### config.mk
export PLATFORM = sky130hd
export DESIGN_NAME = dmaseq_top
export DESIGN_NICKNAME = d
export VERILOG_FILES = /design/src/rtl/dmaseq_pkg.sv /design/src/rtl/dmaseq_prio.sv /design/src/rtl/dmaseq_chan.sv /design/src/rtl/dmaseq_unit.sv /design/src/rtl/dmaseq_top.sv
export SDC_FILE = /design/constraint.sdc
export NUM_CORES = 1
export LEC_CHECK = 0
export BUFFER_PORTS_ARGS = -buffer_cell sky130_fd_sc_hd__clkbuf_2
export CORE_ASPECT_RATIO = 1.75
export CORE_MARGIN = 5
export CORE_UTILIZATION = 50
export DETAILED_ROUTE_END_ITERATION = 8
export GPL_TIMING_DRIVEN = 1
export PLACE_DENSITY = 0.71
export REMOVE_ABC_BUFFERS = 1
export SYNTH_ARGS = -nofsm -noshare
export SYNTH_HDL_FRONTEND = slang
export SYNTH_SLANG_ARGS = --single-unit
export TNS_END_PERCENT = 20
### constraint.sdc
create_clock -name clk -period 3.4 [get_ports clk]
set_clock_uncertainty 0.1 [all_clocks]
set_input_delay 0.17 -clock clk [delete_from_list [all_inputs] [get_ports clk]]
set_output_delay 0.17 -clock clk [all_outputs]
set_load 0.01 [all_outputs]
### src/rtl/dmaseq_pkg.sv
package dmaseq_pkg;

  typedef enum logic [1:0] {
    XM_DEMAND  = 2'b00,
    XM_SINGLE  = 2'b01,
    XM_BLOCK   = 2'b10,
    XM_CASCADE = 2'b11
  } xmode_e;

  typedef enum logic [2:0] {
    RS_ADDR  = 3'd0,
    RS_COUNT = 3'd1,
    RS_MODE  = 3'd2,
    RS_MASK  = 3'd3,
    RS_CMD   = 3'd4
  } rsel_e;

  // Word units need the mode word bit, the bus option and an even address.
  function automatic logic word_ok(input logic wbit, input logic bus16, input logic a0);
    return wbit & bus16 & ~a0;
  endfunction

endpackage

### src/rtl/dmaseq_prio.sv
module dmaseq_prio #(
  parameter int N = 4,
  localparam int IW = (N > 1) ? $clog2(N) : 1
) (
  input  logic [N-1:0]  req,
  output logic [IW-1:0] idx,
  output logic          any
);
  always_comb begin
    idx = '0;
    for (int i = N - 1; i >= 0; i--) begin
      if (req[i]) idx = IW'(i);
    end
  end
  assign any = |req;
endmodule

### src/rtl/dmaseq_chan.sv
module dmaseq_chan
  import dmaseq_pkg::*;
#(
  parameter int AW = 24,
  parameter int CW = 16
) (
  input  logic          clk,
  input  logic          rst_n,
  input  logic          soft_rst,
  input  logic          wr_addr,
  input  logic          wr_count,
  input  logic          wr_mode,
  input  logic [AW-1:0] wdata,
  input  logic          active,
  input  logic          bus16,
  input  logic          dreq,
  input  logic          eot,
  input  logic          done,
  output logic [AW-1:0] cur_addr,
  output logic [1:0]    dir,
  output logic          wide,
  output logic          pend,
  output logic          tc,
  output logic          mask_req
);
  logic [AW-1:0] base_a;
  logic [CW-1:0] base_c, cur_c;
  xmode_e        xm;
  logic          dec_r, auto_r, wbit_r;
  logic          dreq_q, act_q, end_req, end_stat;
  logic          exhausted, eot_hit, finish;
  logic [AW-1:0] step, next_a;

  assign exhausted = (cur_c == '0);
  assign eot_hit   = end_req & ~end_stat & ((xm == XM_DEMAND) | (xm == XM_BLOCK));

  always_comb begin
    case (xm)
      XM_DEMAND: finish = exhausted | eot_hit | ~dreq;
      XM_BLOCK:  finish = exhausted | eot_hit;
      default:   finish = exhausted;
    endcase
  end

  assign step     = wide ? AW'(2) : AW'(1);
  assign next_a   = dec_r ? (cur_addr - step) : (cur_addr + step);
  assign mask_req = done & finish & ~auto_r;

  always_ff @(posedge clk or negedge rst_n) begin
    if (!rst_n) begin
      base_a   <= '0;
      cur_addr <= '0;
      base_c   <= '0;
      cur_c    <= '0;
      xm       <= XM_DEMAND;
      dec_r    <= 1'b0;
      auto_r   <= 1'b0;
      dir      <= 2'b00;
      wbit_r   <= 1'b0;
      dreq_q   <= 1'b0;
      act_q    <= 1'b0;
      end_req  <= 1'b0;
      end_stat <= 1'b0;
      pend     <= 1'b0;
      tc       <= 1'b0;
      wide     <= 1'b0;
    end else begin
      dreq_q <= dreq;
      act_q  <= active;
      if (soft_rst) begin
        end_req  <= 1'b0;
        end_stat <= 1'b0;
        pend     <= 1'b0;
        tc       <= 1'b0;
        wide     <= 1'b0;
      end else begin
        if (eot) end_req <= 1'b1;
        if (done) begin
          cur_addr <= next_a;
          cur_c    <= cur_c - CW'(1);
          if (xm != XM_DEMAND && xm != XM_BLOCK) pend <= 1'b0;
          if (eot_hit) end_stat <= 1'b1;
          if (finish) begin
            pend <= 1'b0;
            tc   <= 1'b1;
            if (auto_r) begin
              cur_addr <= base_a;
              cur_c    <= base_c;
            end
          end
        end
        if (active && dreq && !dreq_q) pend <= 1'b1;
        if (active && !act_q) wide <= word_ok(wbit_r, bus16, cur_addr[0]);
        if (wr_addr) begin
          base_a   <= wdata;
          cur_addr <= wdata;
          if (active) wide <= word_ok(wbit_r, bus16, wdata[0]);
        end
        if (wr_count) begin
          base_c   <= wdata[CW-1:0];
          cur_c    <= wdata[CW-1:0];
          end_req  <= 1'b0;
          end_stat <= 1'b0;
          tc       <= 1'b0;
        end
        if (wr_mode) begin
          xm     <= xmode_e'(wdata[7:6]);
          dec_r  <= wdata[5];
          auto_r <= wdata[4];
          dir    <= wdata[3:2];
          wbit_r <= wdata[0];
          if (active) wide <= word_ok(wdata[0], bus16, cur_addr[0]);
        end
      end
    end
  end
endmodule

### src/rtl/dmaseq_unit.sv
module dmaseq_unit #(
  parameter int NCH = 4,
  parameter int AW  = 24,
  localparam int CHW = (NCH > 1) ? $clog2(NCH) : 1
) (
  input  logic                    clk,
  input  logic                    rst_n,
  input  logic                    soft_rst,
  input  logic [NCH-1:0]          elig,
  input  logic [NCH-1:0][AW-1:0]  addr_v,
  input  logic [NCH-1:0][1:0]     dir_v,
  input  logic [NCH-1:0]          wide_v,
  input  logic                    xfer_ready,
  output logic                    xfer_valid,
  output logic [CHW-1:0]          xfer_ch,
  output logic [AW-1:0]           xfer_addr,
  output logic                    xfer_word,
  output logic [1:0]              xfer_dir,
  output logic [NCH-1:0]          done
);
  logic [CHW-1:0] pick;
  logic           any;

  dmaseq_prio #(.N(NCH)) u_prio (
    .req (elig),
    .idx (pick),
    .any (any)
  );

  always_ff @(posedge clk or negedge rst_n) begin
    if (!rst_n) begin
      xfer_valid <= 1'b0;
      xfer_ch    <= '0;
      xfer_addr  <= '0;
      xfer_word  <= 1'b0;
      xfer_dir   <= 2'b00;
    end else if (soft_rst) begin
      xfer_valid <= 1'b0;
    end else if (xfer_valid) begin
      if (xfer_ready) xfer_valid <= 1'b0;
    end else if (any) begin
      xfer_valid <= 1'b1;
      xfer_ch    <= pick;
      xfer_addr  <= addr_v[pick];
      xfer_word  <= wide_v[pick];
      xfer_dir   <= dir_v[pick];
    end
  end

  for (genvar i = 0; i < NCH; i++) begin : g_done
    assign done[i] = xfer_valid && xfer_ready && !soft_rst && (xfer_ch == CHW'(i));
  end
endmodule

### src/rtl/dmaseq_top.sv
module dmaseq_top
  import dmaseq_pkg::*;
#(
  parameter int NCH = 4,
  parameter int AW  = 24,
  parameter int CW  = 16,
  localparam int CHW = (NCH > 1) ? $clog2(NCH) : 1
) (
  input  logic           clk,
  input  logic           rst_n,
  input  logic           cfg_we,
  input  logic [2:0]     cfg_sel,
  input  logic [CHW-1:0] cfg_ch,
  input  logic [AW-1:0]  cfg_wdata,
  input  logic           bus16_en,
  input  logic [NCH-1:0] dreq,
  input  logic [NCH-1:0] eot,
  output logic           xfer_valid,
  input  logic           xfer_ready,
  output logic [CHW-1:0] xfer_ch,
  output logic [AW-1:0]  xfer_addr,
  output logic           xfer_word,
  output logic [1:0]     xfer_dir,
  output logic [NCH-1:0] tc,
  output logic [NCH-1:0] ube
);
  logic [NCH-1:0]         mask_r, mask_req_v, active, pend_v, done_v, wide_v;
  logic [NCH-1:0][AW-1:0] addr_v;
  logic [NCH-1:0][1:0]    dir_v;
  logic                   cmd_dis, soft_rst, wr_mask, wr_cmd;

  assign wr_mask  = cfg_we && (cfg_sel == RS_MASK);
  assign wr_cmd   = cfg_we && (cfg_sel == RS_CMD);
  assign soft_rst = wr_cmd && cfg_wdata[0];
  assign active   = ~mask_r & {NCH{~cmd_dis}};

  always_ff @(posedge clk or negedge rst_n) begin
    if (!rst_n) begin
      mask_r  <= '1;
      cmd_dis <= 1'b0;
    end else begin
      mask_r <= mask_r | mask_req_v;
      if (wr_mask) mask_r <= cfg_wdata[NCH-1:0];
      if (wr_cmd) cmd_dis <= cfg_wdata[2];
      if (soft_rst) mask_r <= '1;
    end
  end

  for (genvar c = 0; c < NCH; c++) begin : g_ch
    logic sel_ch;
    assign sel_ch = cfg_we && (cfg_ch == CHW'(c));
    dmaseq_chan #(.AW(AW), .CW(CW)) u_chan (
      .clk      (clk),
      .rst_n    (rst_n),
      .soft_rst (soft_rst),
      .wr_addr  (sel_ch && (cfg_sel == RS_ADDR)),
      .wr_count (sel_ch && (cfg_sel == RS_COUNT)),
      .wr_mode  (sel_ch && (cfg_sel == RS_MODE)),
      .wdata    (cfg_wdata),
      .active   (active[c]),
      .bus16    (bus16_en),
      .dreq     (dreq[c]),
      .eot      (eot[c]),
      .done     (done_v[c]),
      .cur_addr (addr_v[c]),
      .dir      (dir_v[c]),
      .wide     (wide_v[c]),
      .pend     (pend_v[c]),
      .tc       (tc[c]),
      .mask_req (mask_req_v[c])
    );
  end

  dmaseq_unit #(.NCH(NCH), .AW(AW)) u_unit (
    .clk        (clk),
    .rst_n      (rst_n),
    .soft_rst   (soft_rst),
    .elig       (active & pend_v),
    .addr_v     (addr_v),
    .dir_v      (dir_v),
    .wide_v     (wide_v),
    .xfer_ready (xfer_ready),
    .xfer_valid (xfer_valid),
    .xfer_ch    (xfer_ch),
    .xfer_addr  (xfer_addr),
    .xfer_word  (xfer_word),
    .xfer_dir   (xfer_dir),
    .done       (done_v)
  );

  assign ube = wide_v;
endmodule

==> results of run 1 <==
layout make-up:
class	instances	area (µm²)	share of cell area [%]
inverters	43	161	0.598
diodes	1	2.50	0.00927
repair buffers	172	1260	4.68
flip-flops and latches	411	10300	38.1
well taps	648	811	3.00
multi-input cells	2316	13100	48.7
clock inverters	16	145	0.538
clock buffers	58	1170	4.34
critical path, delay by kind of cell (launching register included):
kind                       cells  cell delay [ns]
AOI/OAI and AO/OA              7             1.60
xor gates and xnor gates       1             0.12
adders and majority gates      2             0.65
buffers and inverters          2             0.14
DFF                            1             0.40
and+or+nand+nor                1             0.18
final timing paths:
path	from	to	slack [ns]	depth (start not counted)
worst min register to register	g_ch[3].u_chan.base_c[10]	g_ch[3].u_chan.base_c[10]	0.38	2
worst max register to register	g_ch[0].u_chan.cur_addr[0]	g_ch[0].u_chan.cur_addr[22]	0.16	13
max in group asynchronous	rst_n	g_ch[1].u_chan.base_a[21]	2.00	4
worst max-delay path	g_ch[0].u_chan.cur_addr[0]	g_ch[0].u_chan.cur_addr[22]	0.16	13
min in group asynchronous	rst_n	g_ch[0].u_chan.cur_c[7]	0.11	2
worst min-delay path	cfg_sel[1]	mask_r[1]	0.06	4
layout by cell type (no fill, tap or decap), types with 11 or more instances in the layout:
| cell type | netlist | routed |
|---|---|---|
| a21oi_1 | 197 | 196 |
| nand2b_1 | 27 | 27 |
| nand3_1 | 59 | 58 |
| o221ai_1 | 32 | 32 |
| xor2_1 | 40 | 40 |
| dfrtp_1 | 407 | 407 |
| and3_1 | 25 | 25 |
| clkbuf_16 | 0 | 41 |
| nor2b_1 | 21 | 20 |
| ha_1 | 100 | 100 |
| nor4_1 | 11 | 11 |
| nor2_1 | 209 | 204 |
| mux2_2 | 22 | 22 |
| nand2_1 | 769 | 769 |
| or3_1 | 14 | 14 |
| a21o_1 | 49 | 49 |
| clkbuf_2 | 3 | 78 |
| dlygate4sd3_1 | 0 | 24 |
| and2_1 | 12 | 12 |
| a31oi_1 | 34 | 34 |
| nor3_1 | 64 | 60 |
| xnor2_1 | 50 | 50 |
| o22ai_1 | 13 | 13 |
| a211oi_1 | 36 | 35 |
| buf_4 | 16 | 61 |
| o211ai_1 | 36 | 36 |
| mux2i_1 | 25 | 25 |
| o21ai_0 | 293 | 293 |
| inv_1 | 43 | 43 |
power by group:
| part | internal (mW) | switching (mW) | total (mW) |
|---|---|---|---|
| clock | 2.56 | 2.01 | 4.57 |
| sequential | 6.49 | 1.62 | 8.10 |
| combinational | 4.06 | 5.99 | 10.1 |
| total | 13.1 | 9.62 | 22.7 |
per-stage QoR:
stage	worst slack (ns)	hold WS [ns]	cells
2_1_floorplan	-0.635	-0.226	2770
4_1_cts	0.0534	0.0253	3664
5_1_grt	-0.0219	0.0587	3664
3_3_place_gp	0.150	0.120	3566
3_5_place_dp	0.0772	0.139	3566
6_report	0.158	0.0554	3665
flip-flops by register name, indices dropped and copies added (netlist names), 8 cells and up:
register              flops
g_ch.u_chan.xm            8
g_ch.u_chan.cur_addr     96
g_ch.u_chan.base_a       96
g_ch.u_chan.cur_c        64
g_ch.u_chan.dir           8
u_unit.xfer_addr         24
g_ch.u_chan.base_c       64
metal layers:
metal | routed length, µm | up-vias | part of all wire, %
met5 | 0 | - | 0
met4 | 6460 | 0 | 8.4
met3 | 4170 | 246 | 5.4
met2 | 37700 | 757 | 49
met1 | 28400 | 10782 | 37
li1 | - | 10435 | -
logic make-up (layout without fill, tap and decap cells):
logic type | count (synthesis) | after routing | share of synthesized area, %
AND/OR/NAND/NOR | 1256 | 1256 | 22.0
other | 0 | 1 | 0
multiplexers | 47 | 47 | 2.05
AO/OA/AOI/OAI | 819 | 819 | 20.9
XOR/XNOR | 90 | 90 | 3.25
flip-flops | 411 | 411 | 42.4
buffers and inverters | 226 | 289 | 3.92
adder cells (fa/ha/maj) | 104 | 104 | 5.49
timing repair:
item | 4_1_cts | 5_1_grt
hold endpoints to repair | 153 | 0
hold buffers | 24 | 0
gates resized for setup | 1 | 6
endpoints found under the setup margin | 1 | 5
pin swaps | 0 | 2
buffers inserted | 0 | 0
gates cloned | 0 | 0
Yosys cell counts (11+ instances only):
cell type / count / area (µm²)
nor3_1: 64 / 320
mux2_2: 22 / 248
nor2_1: 209 / 785
a31oi_1: 34 / 213
inv_1: 43 / 161
clkbuf_1: 131 / 492
xnor2_1: 50 / 438
o211ai_1: 36 / 270
o221ai_1: 32 / 280
buf_4: 16 / 120
o21ai_0: 293 / 1470
mux2i_1: 25 / 250
and2_1: 12 / 75.1
nor2b_1: 21 / 131
or3_1: 14 / 87.6
ha_1: 100 / 1250
xor2_1: 40 / 350
nor4_1: 11 / 68.8
a21oi_1: 197 / 986
dfrtp_1: 407 / 10200
a211oi_1: 36 / 270
nand2b_1: 27 / 169
and3_1: 25 / 156
nand3_1: 59 / 295
a21o_1: 49 / 368
nand2_1: 769 / 2890
o22ai_1: 13 / 81.3
buf_2: 22 / 110
==> flow_summary_export.csv, run 1 <==
group,metric,value,unit
setup_path,crit_chain,"inv_1 > ha_1 > inv_1 > fa_1 > a211oi_2 > o21ai_2 > a2111oi_4 > or4_1 > a31oi_1 > a31o_1 > xnor2_1 > o2111ai_1 > o21a_1",
clock_tree,cts_buffer_depth,3,
die,start_util,50.7,%
synth,synthFlopType,"dfrtp_1",
timing,relSlewSlack,38.1,%
timing,setup_viol,0,
setup_path,critPathCaptureType,"flip-flop",
clock_tree,clk_pin_slew,0.06,ns
timing,worst_pin_slew,0.928,ns
outcome,status,"finished clean",
synth,syn_area,24300,µm²
global_route,antenna_found_initial,1,
die,std_cell_rows,106,
detailed_routing,wl,76.8,mm
timing,fin_setup_tns,0,ns
die,core,47900,µm²
power,power.density,842,nW/µm²
detailed_routing,vias,22220,
global_route,use_met3,3.60,%
run,cap_violations,0,
synth,synthArstFlopShare,100,%
setup_path,cp.required,3.79,ns
cells_and_area,fillerInstances,4358,
cells_and_area,final_nets,3131,
detailed_routing,drcViolationCount,0,
placed_design,hpwlAfterDp,53.1,mm
setup_path,critPathMaxFanout,3,
synth,syn_inst,2953,
synth,synth-warning-count,0,
hold_path,hold_path.class,"in -> reg",
setup_path,cp_slowest_cell,"fa_1",
global_route,met1_usage,32.7,%
global_route,grt_util_met2,49.6,%
clock_tree,cts_tree,"built",
clock_tree,numCtsBuffers,41,
detailed_routing,drt_iter0_drc,1716,
setup_path,startpoint_type,"flip-flop",
synth,synth-seq-area-share,42.4,%
timing,slew_viol_final,0,
clock_tree,cts.sinks,411,
placed_design,placed_area,25400,µm²
cells_and_area,drive_above_1_share,9.45,%
cells_and_area,syn_to_final_growth,11.2,%
timing,min_period,3.24,ns
synth,synth-edff-count,0,
global_route,first_global_vias,22462,
global_route,overflow,0,
global_route,grt_first_pass_wirelength,121,mm
global_route,gr-usage-all-layers,28.8,%
timing,fmax,0.308,GHz
detailed_routing,wl_per_cell,21.0,µm
setup_path,worstPathArrival,3.63,ns
setup_path,worstSetupPathType,"reg -> reg",
detailed_routing,antenna_left,0,
cells_and_area,fin_util,56.4,%
setup_path,slowest_delay,0.47,ns
power,p_leak,12.6,nW
detailed_routing,firstDrtPassIters,6,
timing,period_share,95.4,%
power,power,22.7,mW
placed_design,place.gp.congestion,0.936,
timing,finalHoldViolations,0,
die,io_pins,80,
detailed_routing,vias_per_cell,6.06,
global_route,grt_max_degree,91,
synth,synth_cell_type_count,88,
synth,ys_ff_latch,411,
die,dieArea,53200,µm²
clock_tree,insertion_delay,0.56,ns
clock_tree,htreeDepth,2,
power,peakVddDrop,0.454,mV
die,die_w,177,µm
setup_path,cp_common_cell,"inv_1",
cells_and_area,fin_area,27000,µm²
die,chipHeight,301,µm
global_route,grt.busiest_layer,"met2",
clock_tree,clockRootBuffer,"clkbuf_16",
synth,syn_avg_cell_area,8.22,µm²
placed_design,port_buffers,79,
Power figures use the tool's default switching activity.
==> run 2: changes to the inputs <==
- HOLD_SLACK_MARGIN: unset -> 0.1
==> run 2 against run 1 <==
  * Critical endpoint unchanged
  * Sequential share of layout area fell by 0.12 points
  * Die area did not move
  * Power barely moved
  * First-iteration DRC count fell by 1.0%
  * Worst hold slack improved by 0.049 ns
  * Setup slack improved by 0.016 ns
  * Sequential power barely moved
  * Fmax rose by 0.49%
  * Via count rose by 0.18%
==> flow_summary_export.csv, run 2 (synthesized netlist as in run 1, its figures left out) <==
group,metric,value,unit
outcome,status,"finished clean",
detailed_routing,firstDrtPassIters,5,
setup_path,critPathCaptureType,"flip-flop",
clock_tree,clk_pin_slew,0.07,ns
global_route,first_global_vias,22518,
cells_and_area,diodes,0,
clock_tree,htreeDepth,2,
cells_and_area,final_cell_mix,"nand2_1 (769), dfrtp_1 (407), o21ai_0 (293)",
detailed_routing,antenna_left,0,
setup_path,startpoint_type,"flip-flop",
run,cap_violations,0,
clock_tree,numCtsBuffers,41,
die,core,47900,µm²
placed_design,hpwlAfterDp,53.1,mm
detailed_routing,vias,22260,
cells_and_area,final_nets,3140,
setup_path,worstPathArrival,3.62,ns
clock_tree,clockRootBuffer,"clkbuf_16",
clock_tree,cts_buffer_depth,3,
cells_and_area,largestRegisters,"g_ch.u_chan.base_a (96), g_ch.u_chan.cur_addr (96)",
cells_and_area,drive_above_1_share,9.42,%
power,power,22.7,mW
cells_and_area,syn_to_final_growth,11.6,%
detailed_routing,vias_per_cell,6.06,
timing,min_period,3.23,ns
detailed_routing,wl,76.7,mm
timing,worst_pin_slew,0.919,ns
placed_design,place.gp.congestion,0.936,
global_route,grt_first_pass_wirelength,122,mm
global_route,antenna_found_initial,1,
global_route,gr-usage-all-layers,28.8,%
die,io_pins,80,
timing,setup_viol,0,
power,peakVddDrop,0.452,mV
clock_tree,cts.sinks,411,
placed_design,place_ws,0.0772,ns
setup_path,worstSetupPathType,"reg -> reg",
global_route,grt_max_degree,91,
cells_and_area,fin_area,27100,µm²
timing,slew_viol_final,0,
die,die_w,177,µm
placed_design,placed_area,25400,µm²
timing,period_share,94.9,%
cells_and_area,final_common_cell,"nand2_1",
detailed_routing,drcViolationCount,0,
timing,setup_ws,0.174,ns
die,start_util,50.7,%
die,std_cell_rows,106,
timing,relSlewSlack,38.7,%
clock_tree,cts_tree,"built",
setup_path,critPathMaxFanout,3,
detailed_routing,wl_per_cell,20.9,µm
die,dieArea,53200,µm²
timing,finalHoldViolations,0,
power,power.density,840,nW/µm²
setup_path,cp.required,3.79,ns
power,p_leak,12.7,nW
placed_design,placed_cells,3566,
cells_and_area,final_cells,3673,
clock_tree,post_cts_buffers,0,
placed_design,port_buffers,79,
clock_tree,insertion_delay,0.56,ns
hold_path,hold_path.class,"in -> async",
global_route,overflow,0,
timing,fmax,0.310,GHz
die,chipHeight,301,µm
detailed_routing,drt_iter0_drc,1698,
-- run 2: routing by layer --
layer	global-route usage (%)	wire length, µm
met1	32.8	28400
met2	49.8	37900
met3	3.39	3970
met4	20.2	6440
met5	0	12
-- run 2: cell type report --
| type | instances | area, µm² |
|---|---|---|
| fill | 4347 | 20800 |
| multi-input combinational | 2316 | 13100 |
| sequential | 411 | 10300 |
| timing repair buffer | 181 | 1350 |
| clock buffer | 58 | 1170 |
| tap | 648 | 811 |
| inverter | 43 | 161 |
| clock inverter | 16 | 145 |
-- run 2: final timing paths --
check | startpoint | endpoint | slack (ns) | cells past startpoint
worst max-delay path | g_ch[0].u_chan.cur_addr[0] | g_ch[0].u_chan.cur_addr[22] | 0.17 | 13
worst min-delay path | rst_n | g_ch[0].u_chan.cur_c[7] | 0.10 | 2
worst max register to register | g_ch[0].u_chan.cur_addr[0] | g_ch[0].u_chan.cur_addr[22] | 0.17 | 13
worst min register to register | g_ch[3].u_chan.base_a[13] | g_ch[3].u_chan.base_a[13] | 0.38 | 2
max in group asynchronous | rst_n | g_ch[1].u_chan.base_a[21] | 2.02 | 4
min in group clk | cfg_wdata[7] | g_ch[0].u_chan.base_c[7] | 0.13 | 3
-- run 2: what timing repair did --
action	4_1_cts	5_1_grt
gates resized for setup	1	6
hold buffers	33	0
pin swaps	0	2
setup endpoints to repair	1	5
hold endpoints to repair	243	0
-- run 2: power breakdown --
| group | internal [mW] | switching (mW) |
|---|---|---|
| clock | 2.56 | 2.02 |
| combinational | 4.08 | 5.99 |
| sequential | 6.49 | 1.61 |
-- run 2: critical path, cell delays in order (launching register included) --
cell       delay, ns
dfrtp_1         0.40
inv_1           0.08
ha_1            0.18
inv_1           0.06
fa_1            0.47
a211oi_2        0.35
o21ai_2         0.15
a2111oi_4       0.38
or4_1           0.18
a31oi_1         0.11
a31o_1          0.26
xnor2_1         0.12
o2111ai_1       0.18
o21a_1          0.15
-- run 2: metrics by stage --
step / TNS, ns / hold WS (ns) / utilization (%)
final: 0 / 0.104 / 56.5
after global placement: 0 / 0.120 / 53.0
after detailed placement: 0 / 0.139 / 53.0
after CTS: 0 / 0.101 / 56.5
after floorplan: -17.27 / -0.226 / -
after global routing: -0.0219 / 0.120 / 56.5
==> run 3: changes to the inputs <==
- CORE_MARGIN: 5 -> 2
- CORE_UTILIZATION: 50 -> 57
- PLACE_DENSITY: 0.71 -> 0.79
==> run 3 against run 2 <==
  * Wire length shrank 2.1%
  * Cell area shrank 0.14%
  * Final cell count shrank 2.4%
  * Clock power grew 4%
  * Global-route usage grew 5.1 points
  * Critical path depth is the same
  * Setup slack lost 0.087 ns
==> flow_summary_export.csv, run 3 (synthesized netlist as in run 1, its figures left out) <==
group,metric,value,unit
clock_tree,cts_tree,"built",
setup_path,timing.rr.start,"g_ch[2].u_chan.cur_addr[0]",
setup_path,cp.required,3.74,ns
cells_and_area,multi_input_area,13100,µm²
cells_and_area,syn_to_final_growth,11.4,%
die,start_util,57.4,%
setup_path,critPathCaptureType,"flip-flop",
setup_path,crit_chain,"inv_1 > ha_1 > inv_1 > fa_2 > a21o_1 > a221o_2 > a31oi_4 > o31ai_4 > a41o_2 > a31oi_4 > xnor2_1 > nor3_2 > o41ai_2",
detailed_routing,drt_iter0_drc,1841,
detailed_routing,drcViolationCount,0,
die,io_pins,80,
timing,finalHoldViolations,0,
placed_design,place.gp.congestion,0.930,
timing,setup_viol,0,
hold_path,hold_path.class,"in -> async",
clock_tree,htreeDepth,2,
timing,period_share,97.4,%
timing,min_period,3.31,ns
cells_and_area,fillerInstances,3678,
timing,fmax,0.302,GHz
power,p_comb_share,44.0,%
timing,slew_viol_final,0,
power,switching_share,42.2,%
outcome,status,"finished clean",
power,p_switching,9.68,mW
power,power,23.0,mW
power,power_frac_seq,35.3,%
detailed_routing,wl,75.1,mm
clock_tree,numCtsBuffers,41,
cells_and_area,final_cell_mix,"nand2_1 (769), dfrtp_1 (406), o21ai_0 (292)",
setup_path,regToRegEndpoint,"g_ch[2].u_chan.cur_addr[20]",
setup_path,rrSetupSlack,0.09,ns
die,chipHeight,277,µm
cells_and_area,drive_above_1_share,9.30,%
clock_tree,clockRootBuffer,"clkbuf_16",
timing,relSlewSlack,36.7,%
detailed_routing,antenna_left,0,
detailed_routing,firstDrtPassIters,5,
global_route,gr-usage-all-layers,33.9,%
global_route,antenna_found_initial,1,
global_route,first_global_vias,23047,
die,std_cell_rows,100,
cells_and_area,largestRegisters,"g_ch.u_chan.base_a (96), g_ch.u_chan.cur_addr (96)",
power,p_int,13.3,mW
clock_tree,insertion_delay,0.58,ns
cells_and_area,final_common_cell,"nand2_1",
global_route,grt_first_pass_wirelength,120,mm
clock_tree,cts_buffer_depth,3,
setup_path,critPathMaxFanout,4,
cells_and_area,seqCellArea,10300,µm²
setup_path,r2r_cells,13,
detailed_routing,vias_per_cell,6.33,
power,peakVddDrop,0.645,mV
die,dieArea,44300,µm²
detailed_routing,vias,22681,
setup_path,startpoint_type,"flip-flop",
power,p_leak,12.7,nW
cells_and_area,final_nets,3138,
setup_path,worstPathArrival,3.66,ns
setup_path,cp_slowest_cell,"dfrtp_1",
clock_tree,clk_pin_slew,0.07,ns
global_route,grt_max_degree,110,
power,clkPwrFrac,20.7,%
run,cap_violations,0,
die,die_w,160,µm
clock_tree,cts.sinks,411,
timing,fin_setup_tns,0,ns
placed_design,port_buffers,79,
placed_design,hpwlAfterDp,50.5,mm
setup_path,slowest_delay,0.41,ns
die,core,42300,µm²
setup_path,worstSetupPathType,"reg -> reg",
detailed_routing,wl_per_cell,20.9,µm
global_route,overflow,0,
timing,worst_pin_slew,0.949,ns
power,power.density,850,nW/µm²
-- run 3: cell count changes in the layout (fill, tap and decap cells not counted), sizes merged --
cell         change
bufinv           +1
clkinvlp         -2
clkbuf           +3
inv              -1
clkinv           -1
buf              -5
dlygate4sd3      +3
diode            +1
-- run 3: power by group through the flow --
stage,registers (mW),clock network [mW],logic (mW)
floorplan,7.65,0,7.11
global placement,8.06,0,9.49
detailed placement,8.13,0,9.79
CTS,8.06,4.80,9.93
global route,8.26,5.01,11.3
finish,8.12,4.75,10.1
-- run 3: repair_timing --
action / 4_1_cts / 5_1_grt
hold endpoints to repair: 249 / 0
setup buffers: 0 / 0
hold buffers: 36 / 0
endpoints found under the setup margin: 0 / 8
resized for setup: 0 / 10
-- run 3: routing by layer --
layer  wire length, µm  GRT usage (%)  share of wire, %
met2             36200           56.5                48
met3              4770           5.12               6.4
met5                 0              0                 0
met4              6860           27.4               9.1
met1             27300           38.6                36
-- run 3: critical path: cells and delay by family (launching register included) --
kind            cells  cell delay, ns
simple gates        1            0.06
flops               1            0.41
buf+inv             2            0.13
fa+ha+maj           2            0.52
xor+xnor            1            0.15
compound gates      7            1.81
-- run 3: worst max-delay path by stage --
stage,endpoint,cells after the start,start,slack (ns)
2_1_floorplan,u_unit.xfer_addr[0],6,cmd_dis,-0.64
3_3_place_gp,g_ch[2].u_chan.cur_addr[20],13,g_ch[2].u_chan.cur_addr[0],0.16
3_5_place_dp,g_ch[2].u_chan.cur_addr[20],13,g_ch[2].u_chan.cur_addr[0],0.09
4_1_cts,g_ch[2].u_chan.cur_addr[20],11,g_ch[2].u_chan.dec_r,0.04
5_1_grt,g_ch[2].u_chan.cur_addr[20],13,g_ch[2].u_chan.cur_addr[0],-0.05
6_report,g_ch[2].u_chan.cur_addr[20],13,g_ch[2].u_chan.cur_addr[0],0.09
-- run 3: through the flow --
stage / hold slack (ns) / utilization, % / instance area [µm²] / setup slack [ns] / instances
5_1_grt: 0.106 / 63.9 / 27000 / -0.0487 / 3585
3_3_place_gp: 0.179 / 59.7 / 25200 / 0.162 / 3474
4_1_cts: 0.107 / 63.8 / 27000 / 0.0397 / 3584
2_1_floorplan: -0.226 / - / 23500 / -0.635 / 2770
3_5_place_dp: 0.201 / 59.7 / 25200 / 0.0858 / 3474
6_report: 0.110 / 63.9 / 27000 / 0.0869 / 3585
-- run 3: cell type report --
class / count / area share (%)
Multi-Input combinational cell: 2316 / 48.6
Sequential cell: 411 / 38.1
Timing Repair Buffer: 179 / 4.98
Clock buffer: 61 / 4.48
Tap cell: 561 / 2.60
Clock inverter: 13 / 0.639
Inverter: 43 / 0.597
Antenna cell: 1 / 0.00926
